**config.mk**
```make
export PLATFORM = sky130hd
export DESIGN_NAME = byte_slave_port
export DESIGN_NICKNAME = d
export VERILOG_FILES = /design/src/rtl/bsp_pkg.sv /design/src/rtl/bsp_sync.sv /design/src/rtl/bsp_buffers.sv /design/src/rtl/bsp_irq.sv /design/src/rtl/byte_slave_port.sv
export SDC_FILE = /design/constraint.sdc
export NUM_CORES = 1
export LEC_CHECK = 0
export BUFFER_PORTS_ARGS = -buffer_cell sky130_fd_sc_hd__buf_2
export CAP_MARGIN = 20
export CORE_UTILIZATION = 55
export DETAILED_ROUTE_END_ITERATION = 8
export PLACE_DENSITY = 0.84
export SLEW_MARGIN = 20
export SYNTH_ARGS = -nofsm -noshare
export SYNTH_HDL_FRONTEND = slang
export SYNTH_HIERARCHICAL = 1
export SYNTH_SLANG_ARGS = --single-unit
```
**constraint.sdc**
```tcl
create_clock -name clk_i -period 2.6 [get_ports clk_i]
set_clock_uncertainty 0.2 [all_clocks]
set_input_delay 0.26 -clock clk_i [delete_from_list [all_inputs] [get_ports clk_i]]
set_output_delay 0.26 -clock clk_i [all_outputs]
set_load 0.005 [all_outputs]
```
**src/rtl/bsp_pkg.sv**
```systemverilog
package bsp_pkg;
  localparam int unsigned NBUF   = 4;
  localparam int unsigned BYTE_W = 8;

  typedef enum logic [1:0] {
    MODE_LEGACY    = 2'b00,
    MODE_BUFFERED  = 2'b01,
    MODE_ADDRESSED = 2'b10
  } port_mode_e;
endpackage

```
**src/rtl/bsp_sync.sv**
```systemverilog
module bsp_sync #(
  parameter int unsigned WIDTH  = 2,
  parameter int unsigned STAGES = 2
) (
  input  logic             clk_i,
  input  logic             rst_ni,
  input  logic [WIDTH-1:0] async_i,
  output logic [WIDTH-1:0] lvl_o
);
  logic [WIDTH-1:0] stage_q [STAGES];

  always_ff @(posedge clk_i or negedge rst_ni) begin
    if (!rst_ni) begin
      for (int s = 0; s < int'(STAGES); s++) stage_q[s] <= '0;
    end else begin
      stage_q[0] <= async_i;
      for (int s = 1; s < int'(STAGES); s++) stage_q[s] <= stage_q[s-1];
    end
  end

  assign lvl_o = stage_q[STAGES-1];
endmodule

```
**src/rtl/bsp_buffers.sv**
```systemverilog
module bsp_buffers
  import bsp_pkg::*;
#(
  parameter int unsigned NB     = NBUF,
  parameter int unsigned DW     = BYTE_W,
  localparam int unsigned IDX_W = $clog2(NB),
  localparam int unsigned WW    = NB * DW
) (
  input  logic             clk_i,
  input  logic             rst_ni,
  input  logic             en_i,
  input  logic [1:0]       mode_i,
  input  logic             wr_evt_i,
  input  logic             rd_evt_i,
  input  logic             rd_lvl_i,
  input  logic [IDX_W-1:0] host_addr_i,
  input  logic [DW-1:0]    host_din_i,
  output logic [DW-1:0]    host_dout_o,
  output logic [IDX_W-1:0] wr_idx_o,
  output logic [IDX_W-1:0] rd_idx_o,
  input  logic             in_rd_i,
  input  logic [WW-1:0]    out_word_i,
  input  logic             out_load_i,
  output logic [WW-1:0]    in_word_o,
  output logic [NB-1:0]    in_full_o,
  output logic [NB-1:0]    out_empty_o
);
  localparam logic [IDX_W-1:0] LAST = IDX_W'(NB - 1);

  logic [IDX_W-1:0] wr_ptr_q, rd_ptr_q;
  logic             rd_active_q;
  logic [WW-1:0]    out_w;

  always_comb begin
    case (mode_i)
      MODE_LEGACY: begin
        wr_idx_o = '0;
        rd_idx_o = '0;
      end
      MODE_BUFFERED: begin
        wr_idx_o = wr_ptr_q;
        rd_idx_o = rd_ptr_q;
      end
      default: begin
        wr_idx_o = host_addr_i;
        rd_idx_o = host_addr_i;
      end
    endcase
  end

  // pointers run only in buffered mode; the read pointer moves on strobe release
  always_ff @(posedge clk_i or negedge rst_ni) begin
    if (!rst_ni) begin
      wr_ptr_q    <= '0;
      rd_ptr_q    <= '0;
      rd_active_q <= 1'b0;
    end else if (!en_i || mode_i != MODE_BUFFERED) begin
      wr_ptr_q    <= '0;
      rd_ptr_q    <= '0;
      rd_active_q <= 1'b0;
    end else begin
      if (wr_evt_i) wr_ptr_q <= (wr_ptr_q == LAST) ? '0 : wr_ptr_q + 1'b1;
      if (rd_evt_i) begin
        rd_active_q <= 1'b1;
      end else if (rd_active_q && !rd_lvl_i) begin
        rd_active_q <= 1'b0;
        rd_ptr_q    <= (rd_ptr_q == LAST) ? '0 : rd_ptr_q + 1'b1;
      end
    end
  end

  for (genvar b = 0; b < int'(NB); b++) begin : g_buf
    logic [DW-1:0] in_q, out_q;
    logic          full_q, empty_q;

    always_ff @(posedge clk_i or negedge rst_ni) begin
      if (!rst_ni) begin
        in_q   <= '0;
        full_q <= 1'b0;
      end else if (wr_evt_i && wr_idx_o == IDX_W'(b)) begin
        in_q   <= host_din_i;
        full_q <= 1'b1;
      end else if (in_rd_i) begin
        full_q <= 1'b0;
      end
    end

    always_ff @(posedge clk_i or negedge rst_ni) begin
      if (!rst_ni) begin
        out_q   <= '0;
        empty_q <= 1'b1;
      end else if (out_load_i) begin
        out_q   <= out_word_i[b*DW +: DW];
        empty_q <= 1'b0;
      end else if (rd_evt_i && rd_idx_o == IDX_W'(b)) begin
        empty_q <= 1'b1;
      end
    end

    assign in_word_o[b*DW +: DW] = in_q;
    assign out_w[b*DW +: DW]     = out_q;
    assign in_full_o[b]          = full_q;
    assign out_empty_o[b]        = empty_q;
  end

  assign host_dout_o = out_w[rd_idx_o*DW +: DW];

  assert_ptr_wrap_R3: assert property (@(posedge clk_i) disable iff (!rst_ni)
    (en_i && mode_i == MODE_BUFFERED && wr_evt_i && wr_ptr_q == LAST) |=> (wr_ptr_q == '0));

  assert_full_clear_R11: assert property (@(posedge clk_i) disable iff (!rst_ni)
    (in_rd_i && !wr_evt_i) |=> (in_full_o == '0));
endmodule

```
**src/rtl/bsp_irq.sv**
```systemverilog
module bsp_irq
  import bsp_pkg::*;
#(
  parameter int unsigned NB     = NBUF,
  localparam int unsigned IDX_W = $clog2(NB)
) (
  input  logic             clk_i,
  input  logic             rst_ni,
  input  logic [1:0]       mode_i,
  input  logic             sel_last_i,
  input  logic             irq_en_i,
  input  logic             clr_i,
  input  logic             wr_evt_i,
  input  logic             rd_evt_i,
  input  logic [IDX_W-1:0] wr_idx_i,
  input  logic [IDX_W-1:0] rd_idx_i,
  output logic             flag_o,
  output logic             irq_o
);
  localparam logic [IDX_W-1:0] LAST = IDX_W'(NB - 1);

  logic every_byte, evt, flag_q;

  assign every_byte = (mode_i == MODE_LEGACY) || !sel_last_i;
  assign evt = (wr_evt_i && (every_byte || wr_idx_i == LAST)) ||
               (rd_evt_i && (every_byte || rd_idx_i == LAST));

  always_ff @(posedge clk_i or negedge rst_ni) begin
    if (!rst_ni)    flag_q <= 1'b0;
    else if (evt)   flag_q <= 1'b1;
    else if (clr_i) flag_q <= 1'b0;
  end

  assign flag_o = flag_q;
  assign irq_o  = flag_q & irq_en_i;

  assert_flag_sticky_R7: assert property (@(posedge clk_i) disable iff (!rst_ni)
    (flag_q && !clr_i) |=> flag_q);

  assert_flag_cause_R7: assert property (@(posedge clk_i) disable iff (!rst_ni)
    (!flag_q && !wr_evt_i && !rd_evt_i) |=> !flag_q);

  assert_evt_sets_R5: assert property (@(posedge clk_i) disable iff (!rst_ni)
    ((wr_evt_i || rd_evt_i) && every_byte) |=> flag_q);
endmodule

```
**src/rtl/byte_slave_port.sv**
```systemverilog
module byte_slave_port
  import bsp_pkg::*;
#(
  parameter int unsigned NB       = NBUF,
  parameter int unsigned DW       = BYTE_W,
  parameter int unsigned SYNC_STG = 2,
  localparam int unsigned IDX_W   = $clog2(NB),
  localparam int unsigned WW      = NB * DW
) (
  input  logic             clk_i,
  input  logic             rst_ni,
  input  logic             en_i,
  input  logic [1:0]       mode_i,
  input  logic             irq_sel_i,
  input  logic             irq_en_i,
  input  logic             irq_clr_i,
  input  logic             host_cs_i,
  input  logic             host_rd_i,
  input  logic             host_wr_i,
  input  logic [IDX_W-1:0] host_addr_i,
  input  logic [DW-1:0]    host_data_i,
  output logic [DW-1:0]    host_data_o,
  output logic             host_data_oe_o,
  output logic [WW-1:0]    in_word_o,
  input  logic             in_rd_i,
  input  logic [WW-1:0]    out_word_i,
  input  logic             out_load_i,
  output logic [NB-1:0]    in_full_o,
  output logic [NB-1:0]    out_empty_o,
  output logic             irq_flag_o,
  output logic             irq_o
);
  // bit 1 = read strobe, bit 0 = write strobe
  logic [1:0]       strb_lvl, strb_prev_q, strb_rise;
  logic             wr_evt, rd_evt;
  logic [IDX_W-1:0] wr_idx, rd_idx;
  logic [DW-1:0]    dout;

  bsp_sync #(.WIDTH(2), .STAGES(SYNC_STG)) u_sync (
    .clk_i   (clk_i),
    .rst_ni  (rst_ni),
    .async_i ({host_rd_i, host_wr_i}),
    .lvl_o   (strb_lvl)
  );

  always_ff @(posedge clk_i or negedge rst_ni) begin
    if (!rst_ni) strb_prev_q <= '0;
    else         strb_prev_q <= strb_lvl;
  end

  assign strb_rise = strb_lvl & ~strb_prev_q;
  assign wr_evt    = strb_rise[0] & host_cs_i & en_i;
  assign rd_evt    = strb_rise[1] & host_cs_i & en_i;

  bsp_buffers #(.NB(NB), .DW(DW)) u_buf (
    .clk_i       (clk_i),
    .rst_ni      (rst_ni),
    .en_i        (en_i),
    .mode_i      (mode_i),
    .wr_evt_i    (wr_evt),
    .rd_evt_i    (rd_evt),
    .rd_lvl_i    (strb_lvl[1]),
    .host_addr_i (host_addr_i),
    .host_din_i  (host_data_i),
    .host_dout_o (dout),
    .wr_idx_o    (wr_idx),
    .rd_idx_o    (rd_idx),
    .in_rd_i     (in_rd_i),
    .out_word_i  (out_word_i),
    .out_load_i  (out_load_i),
    .in_word_o   (in_word_o),
    .in_full_o   (in_full_o),
    .out_empty_o (out_empty_o)
  );

  bsp_irq #(.NB(NB)) u_irq (
    .clk_i      (clk_i),
    .rst_ni     (rst_ni),
    .mode_i     (mode_i),
    .sel_last_i (irq_sel_i),
    .irq_en_i   (irq_en_i),
    .clr_i      (irq_clr_i),
    .wr_evt_i   (wr_evt),
    .rd_evt_i   (rd_evt),
    .wr_idx_i   (wr_idx),
    .rd_idx_i   (rd_idx),
    .flag_o     (irq_flag_o),
    .irq_o      (irq_o)
  );

  assign host_data_oe_o = en_i & host_cs_i & host_rd_i;
  assign host_data_o    = host_data_oe_o ? dout : '0;

  assert_bus_quiet_R12: assert property (@(posedge clk_i) disable iff (!rst_ni)
    !(host_cs_i && host_rd_i) |-> (!host_data_oe_o && host_data_o == '0));

  assert_disabled_hold_R9: assert property (@(posedge clk_i) disable iff (!rst_ni)
    !en_i |=> ($stable(in_word_o) && !$rose(irq_flag_o)));

  assert_irq_gate_R8: assert property (@(posedge clk_i) disable iff (!rst_ni)
    !irq_en_i |-> !irq_o);
endmodule

```
==> impl_metrics.tcl, run 1 <==
set metrics [dict create \
    ys_seq_area_share_pct 58.0 \
    clock_path_buffers 2 \
    grt_pass1_vias 2771 \
    cts_tree "yes" \
    die_h_um 83.2 \
    critPathKind "register to output pin" \
    fin_tns_setup_ps 0 \
    preCtsSetupSlack_ps 544 \
    synth_area_um2 3630 \
    row_count 29 \
    antenna_found_initial 0 \
    pwr_density_cell_nw_per_um2 640 \
    crit_family "flip-flops" \
    drc 0 \
    ys_ff_latch 84 \
    worst_slew_pin_slew_ps 782 \
    fin_cells 499 \
    placed_cells 438 \
    use_met1_pct 33.2 \
    vias 2722 \
    pin_count 106 \
    grt_use_met2_pct 43.5 \
    worst_skew_pair.late_latency_ps 340 \
    cp-start-kind "register" \
    endpoint_kind "output pin" \
    firstDrtPassIters 4 \
    grt-ovfl-total 0 \
    die-area_um2 6930 \
    syn-num-nets 330 \
    critPathArrivalTime_ps 1870 \
    ys_types 32 \
    yosys_most_used_dff "dfrtp_1" \
    period_share_pct 89.6 \
    postCtsSetupBuffers 0 \
    finalNetCount 474 \
    grt_first_pass_wirelength_mm 14.0 \
    async_flop_share_pct 100 \
    coreArea_um2 6350 \
    seq_area_um2 2110 \
    crit_fanout 16 \
    synthCells 273 \
    syn_avg_cell_area_um2 13.3 \
    layout_common_cells "buf_2, dfrtp_1, mux2_2" \
    io_buffers 105 \
    yosys_warnings 6 \
    n_antenna_cell 0 \
    slew_viol_final 0 \
    report.final.setup_viol 0 \
    cts_root_buffer "clkbuf_8" \
    grt.total_usage_pct 26.2 \
    status "finished, final reports clean" \
    hold_viol 0 \
    wl_per_cell_um 17.0 \
    grt_max_degree 46 \
    layout_commonest_cell "buf_2" \
    max-cap-violations 0 \
    htree_levels 3 \
    drtIter0Drc 127 \
    irDropWorstVdd_mv 0.458 \
    final.fill_count 389 \
    cts_sinks 84 \
    drive_gt1_share_pct 48.6 \
    numCtsBuffers 9 \
    start_util_pct 57.2 \
    grt_setup_unrepaired "false" \
    cp_slowest_stage_delay_ps 430 \
    hpwl_mm 5.14 \
    slowest_stage "dfrtp_1" \
    path_buf_inv 2 \
    vias_per_cell 5.45 \
    layout_setup_ws_ps 271 \
    hold_class "primary input to register" \
    synth_edf_count 0 \
    multi_input_area_um2 1350 \
    crit_required_ps 2140 \
    clkTransAtPathRegs_ps 80 \
    top_usage_layer "met2" \
    use_met3_pct 4.87 \
    die_w_um 83.2 \
    area_delta_synth_final_pct 33.6 \
    crit_chain "a22oi_4 -> buf_4 -> nand2_1 -> a32oi_1 -> and4_1 -> buf_2" \
    final_area_um2 4850 \
    drt_wl_total_mm 8.48 \
    fin_hold_ws_ps 98.8 \
    fmax_mhz 429 \
    finalCriticalPeriod_ps 2330 \
    place_congestion 0.778 \
    dpl_cell_area_um2 4160 \
    max-slew-margin-rel_pct 47.9 \
    antenna_left 0 \
    leakagePower_uw 0.00241 \
]
synthesized netlist by cell type, types with 5 or more instances:
cell type | number | share of area, %
dfrtp_1 | 80 | 55
mux2_2 | 63 | 20
nand2_1 | 25 | 2.6
buf_4 | 12 | 2.5
nor2_1 | 12 | 1.2
a21oi_1 | 9 | 1.2
a32oi_1 | 9 | 2.2
and4_1 | 8 | 1.9
inv_1 | 6 | 0.62
a31oi_1 | 5 | 0.86
buf_2 | 5 | 0.69
sequential cells by signal, indices dropped and copies added (netlist names):
| name | cells |
|---|---|
| u_buf/g_buf.in_q | 32 |
| u_buf/g_buf.out_q | 32 |
| u_buf/g_buf.empty_q | 4 |
| u_buf/g_buf.full_q | 4 |
| strb_prev_q | 2 |
| u_buf/rd_ptr_q | 2 |
| u_buf/wr_ptr_q | 2 |
| u_sync/lvl_o | 2 |
| u_sync/stage_q | 2 |
| u_buf/rd_active_q | 1 |
| u_irq/flag_o | 1 |
worst register-to-register path, delay by kind of cell, from the launching register on:
kind             cells  cell delay (ps)
AND/OR/NAND/NOR      1              510
flip-flops           1              410
multiplexers         1              400
AO/OA/AOI/OAI        1              250
logic make-up (layout without fill, tap and decap cells):
family	Yosys count	after routing	share of synthesized area (%)
and+or+nand+nor	56	56	8.86
muxes	68	68	21.1
buffers and inverters	30	179	4.72
DFF	84	84	58.0
AOI/OAI and AO/OA	33	33	6.62
adders and majority gates	2	2	0.689
power by group:
part | switching (uW) | total [uW] | internal (uW)
clock network | 462 | 1100 | 641
registers | 74.7 | 1520 | 1450
logic | 203 | 478 | 276
total | 740 | 3100 | 2360
final cells by class:
type | count | share of cell area, %
repair buffers | 154 | 21.1
flip-flops and latches | 84 | 43.4
clock inverters | 6 | 2.32
well taps | 77 | 1.99
inverters | 9 | 0.697
clock buffers | 10 | 2.63
multi-input cells | 159 | 27.9
worst paths after layout:
| check | start | to | slack, ps | depth (start not counted) |
|---|---|---|---|---|
| max | u_buf/rd_ptr_q[1] | host_data_o[6] | 270 | 6 |
| min | irq_sel_i | u_irq/flag_o | 100 | 4 |
| max reg2reg | u_buf/wr_ptr_q[1] | u_buf/g_buf[0].in_q[2] | 720 | 3 |
| min reg2reg | u_sync/stage_q[3] | u_sync/lvl_o[1] | 150 | 0 |
| max in group asynchronous | rst_ni | u_buf/g_buf[3].empty_q | 1290 | 3 |
| min in group asynchronous | rst_ni | u_buf/g_buf[3].in_q[4] | 250 | 2 |
metal layers:
| metal | up-vias | routed length (um) |
|---|---|---|
| met5 | - | 0 |
| met4 | 0 | 265 |
| met3 | 24 | 400 |
| met2 | 104 | 4220 |
| met1 | 1344 | 3590 |
| li1 | 1250 | - |
through the flow:
stage	util (%)	total power, uW
CTS	76.4	3110
global placement	65.5	1950
floorplan	-	1750
global route	76.4	3240
finish	76.4	3100
detailed placement	65.5	1960
repair_timing:
item | 4_1_cts | 5_1_grt
gates resized for setup | 0 | 0
hold endpoints to repair | 114 | 0
hold buffers | 45 | 0
(Power assumes the default switching activity.)
==> run 2: changes to the inputs <==
--- a/config.mk
+++ b/config.mk
@@ -5,11 +5,13 @@
 export SDC_FILE = /design/constraint.sdc
 export NUM_CORES = 1
 export LEC_CHECK = 0
+export ABC_AREA = 1
 export BUFFER_PORTS_ARGS = -buffer_cell sky130_fd_sc_hd__buf_2
 export CAP_MARGIN = 20
-export CORE_UTILIZATION = 55
+export CORE_UTILIZATION = 58
+export CTS_BUF_LIST = sky130_fd_sc_hd__clkbuf_4 sky130_fd_sc_hd__clkbuf_8
 export DETAILED_ROUTE_END_ITERATION = 8
-export PLACE_DENSITY = 0.84
+export PLACE_DENSITY = 0.87
 export SLEW_MARGIN = 20
 export SYNTH_ARGS = -nofsm -noshare
 export SYNTH_HDL_FRONTEND = slang
==> impl_metrics.tcl, run 2 <==
set metrics [dict create \
    synth.most_common_cell "nand2_1" \
    io_buffers 105 \
    fin_cells 648 \
    crit_path_end "host_data_o[1]" \
    finalNetCount 623 \
    cts_root_buffer "clkbuf_8" \
    coreArea_um2 6350 \
    drtIter0Drc 236 \
    firstDrtPassIters 4 \
    netlist_top_cells_count "nand2_1, dfrtp_1, inv_1" \
    max-slew-margin-rel_pct 50.5 \
    hold_class "primary input to register" \
    reg2regPathDepth 6 \
    synthCells 427 \
    critPathArrivalTime_ps 1970 \
    vias 3391 \
    yosys_warnings 6 \
    irDropWorstVdd_mv 0.368 \
    drc 0 \
    start_util_pct 59.9 \
    total_power_uw 2980 \
    grt_max_degree 85 \
    die-area_um2 6880 \
    netlist.area_leader.share_pct 52.7 \
    report.final.setup_viol 0 \
    ys_seq_area_share_pct 55.4 \
    layout_common_cells "nand2_1, buf_2, dfrtp_1" \
    grt-ovfl-total 0 \
    fmax_mhz 412 \
    rr_endpoint "u_buf/g_buf[1].in_q[0]" \
    grt_setup_unrepaired "false" \
    die_h_um 83.0 \
    layout_commonest_cell "nand2_1" \
    critPathKind "register to output pin" \
    die_w_um 83.0 \
    reg.largest.list "u_buf/g_buf.in_q (32), u_buf/g_buf.out_q (32)" \
    async_flop_share_pct 100 \
    worst_slew_pin_slew_ps 742 \
    crit_required_ps 2140 \
    grt.total_usage_pct 29.1 \
    ys_types 26 \
    crit_fanout 36 \
    syn_avg_cell_area_um2 8.90 \
    cts_tree "yes" \
    fin_util_pct 77.9 \
    yosysTopAreaCell "dfrtp_1" \
    postCtsSetupBuffers 0 \
    pwr_density_cell_nw_per_um2 602 \
    synth_area_um2 3800 \
    syn-num-nets 484 \
    grt_first_pass_wirelength_mm 15.9 \
    clkTransAtPathRegs_ps 80 \
    htree_levels 3 \
    fin_tns_setup_ps 0 \
    row_count 29 \
    grt_pass1_vias 3389 \
    yosys_most_used_dff "dfrtp_1" \
    finalCriticalPeriod_ps 2430 \
    endpoint_kind "output pin" \
    clock_path_buffers 2 \
    hold_viol 0 \
    ys_ff_latch 84 \
    max-cap-violations 0 \
    synth_edf_count 0 \
    hpwl_mm 5.86 \
    cp-start-kind "register" \
    status "finished, final reports clean" \
    wl_per_cell_um 14.6 \
    placed_cells 587 \
    place_congestion 0.826 \
    worst_skew_pair.late_latency_ps 340 \
    ys_top_cells_by_area "dfrtp_1, nand2_1, o21ai_0" \
    vias_per_cell 5.23 \
    drive_gt1_share_pct 27.8 \
    period_share_pct 93.3 \
    rr_startpoint "u_buf/wr_ptr_q[1]" \
    pin_count 106 \
    leakagePower_uw 0.00266 \
    cts_sinks 84 \
    antenna_found_initial 0 \
    startpoint "u_buf/rd_ptr_q[0]" \
    regToRegSetupSlack_ps 880 \
    slew_viol_final 0 \
    area_delta_synth_final_pct 30.2 \
    numCtsBuffers 9 \
    antenna_left 0 \
    drt_wl_total_mm 9.44 \
    n_antenna_cell 0 \
]
-- run 2: report_power, final --
part / leakage (uW) / switching [uW] / internal (uW)
clock network: 0.000109 / 453 / 528
registers: 0.00105 / 66.4 / 1440
logic: 0.00150 / 264 / 226
-- run 2: repair_timing --
item	in CTS	in global routing
endpoints found under the hold margin	129	0
hold buffers	45	0
endpoints found under the setup margin	0	5
resized for setup	0	1
-- run 2: worst min path at each step --
| stage | start | endpoint | slack [ps] | cells past startpoint |
|---|---|---|---|---|
| 5_1_grt | irq_sel_i | u_irq/flag_o | 40 | 4 |
| 3_5_place_dp | u_sync/stage_q[3] | u_sync/lvl_o[1] | 140 | 0 |
| 2_1_floorplan | rst_ni | strb_prev_q[0] | -240 | 0 |
| 4_1_cts | irq_sel_i | u_irq/flag_o | 20 | 4 |
| 3_3_place_gp | u_sync/stage_q[3] | u_sync/lvl_o[1] | 130 | 0 |
| 6_report | irq_sel_i | u_irq/flag_o | 30 | 4 |
-- run 2: cells by family (layout without fill, tap and decap cells) --
group	Yosys count	in the layout	synth area share [%]
flops	84	84	55.4
buf+inv	70	214	9.15
simple gates	212	212	24.3
fa+ha+maj	2	2	0.658
mux	16	16	4.74
compound gates	43	43	5.73
-- run 2: metal layers --
layer	global-route usage (%)	vias to the layer above	wire length [um]
met5	0	-	0
met4	17.1	0	395
met3	4.87	39	542
met2	46.2	155	4630
met1	37.9	1570	3870
li1	-	1627	-
-- run 2: through the flow --
stage               hold slack, ps  worst slack (ps)  cell area, um2
finish                        32.9               175            4950
detailed placement             139               474            4270
global placement               133               596            4270
floorplan                     -236               979            3800
CTS                           20.6               137            4940
global route                  43.1              17.5            4950
-- run 2: final cells by class --
| class | count | area [um2] |
|---|---|---|
| clock buffer | 12 | 165 |
| clock inverter | 4 | 55.1 |
| fill | 414 | 1400 |
| inverter | 45 | 169 |
| multi-input combinational | 273 | 1350 |
| sequential | 84 | 2110 |
| tap | 77 | 96.3 |
| timing repair buffer | 153 | 1000 |
-- run 2: critical path, cell delays in order, from the launching register on --
cell and delay (ps):
dfrtp_1 420, nand3_1 160, nand2_4 220, o21ai_0 310, nand2_1 130, nand2_1 90, inv_1 50, nor2_1 120
buf_2 130
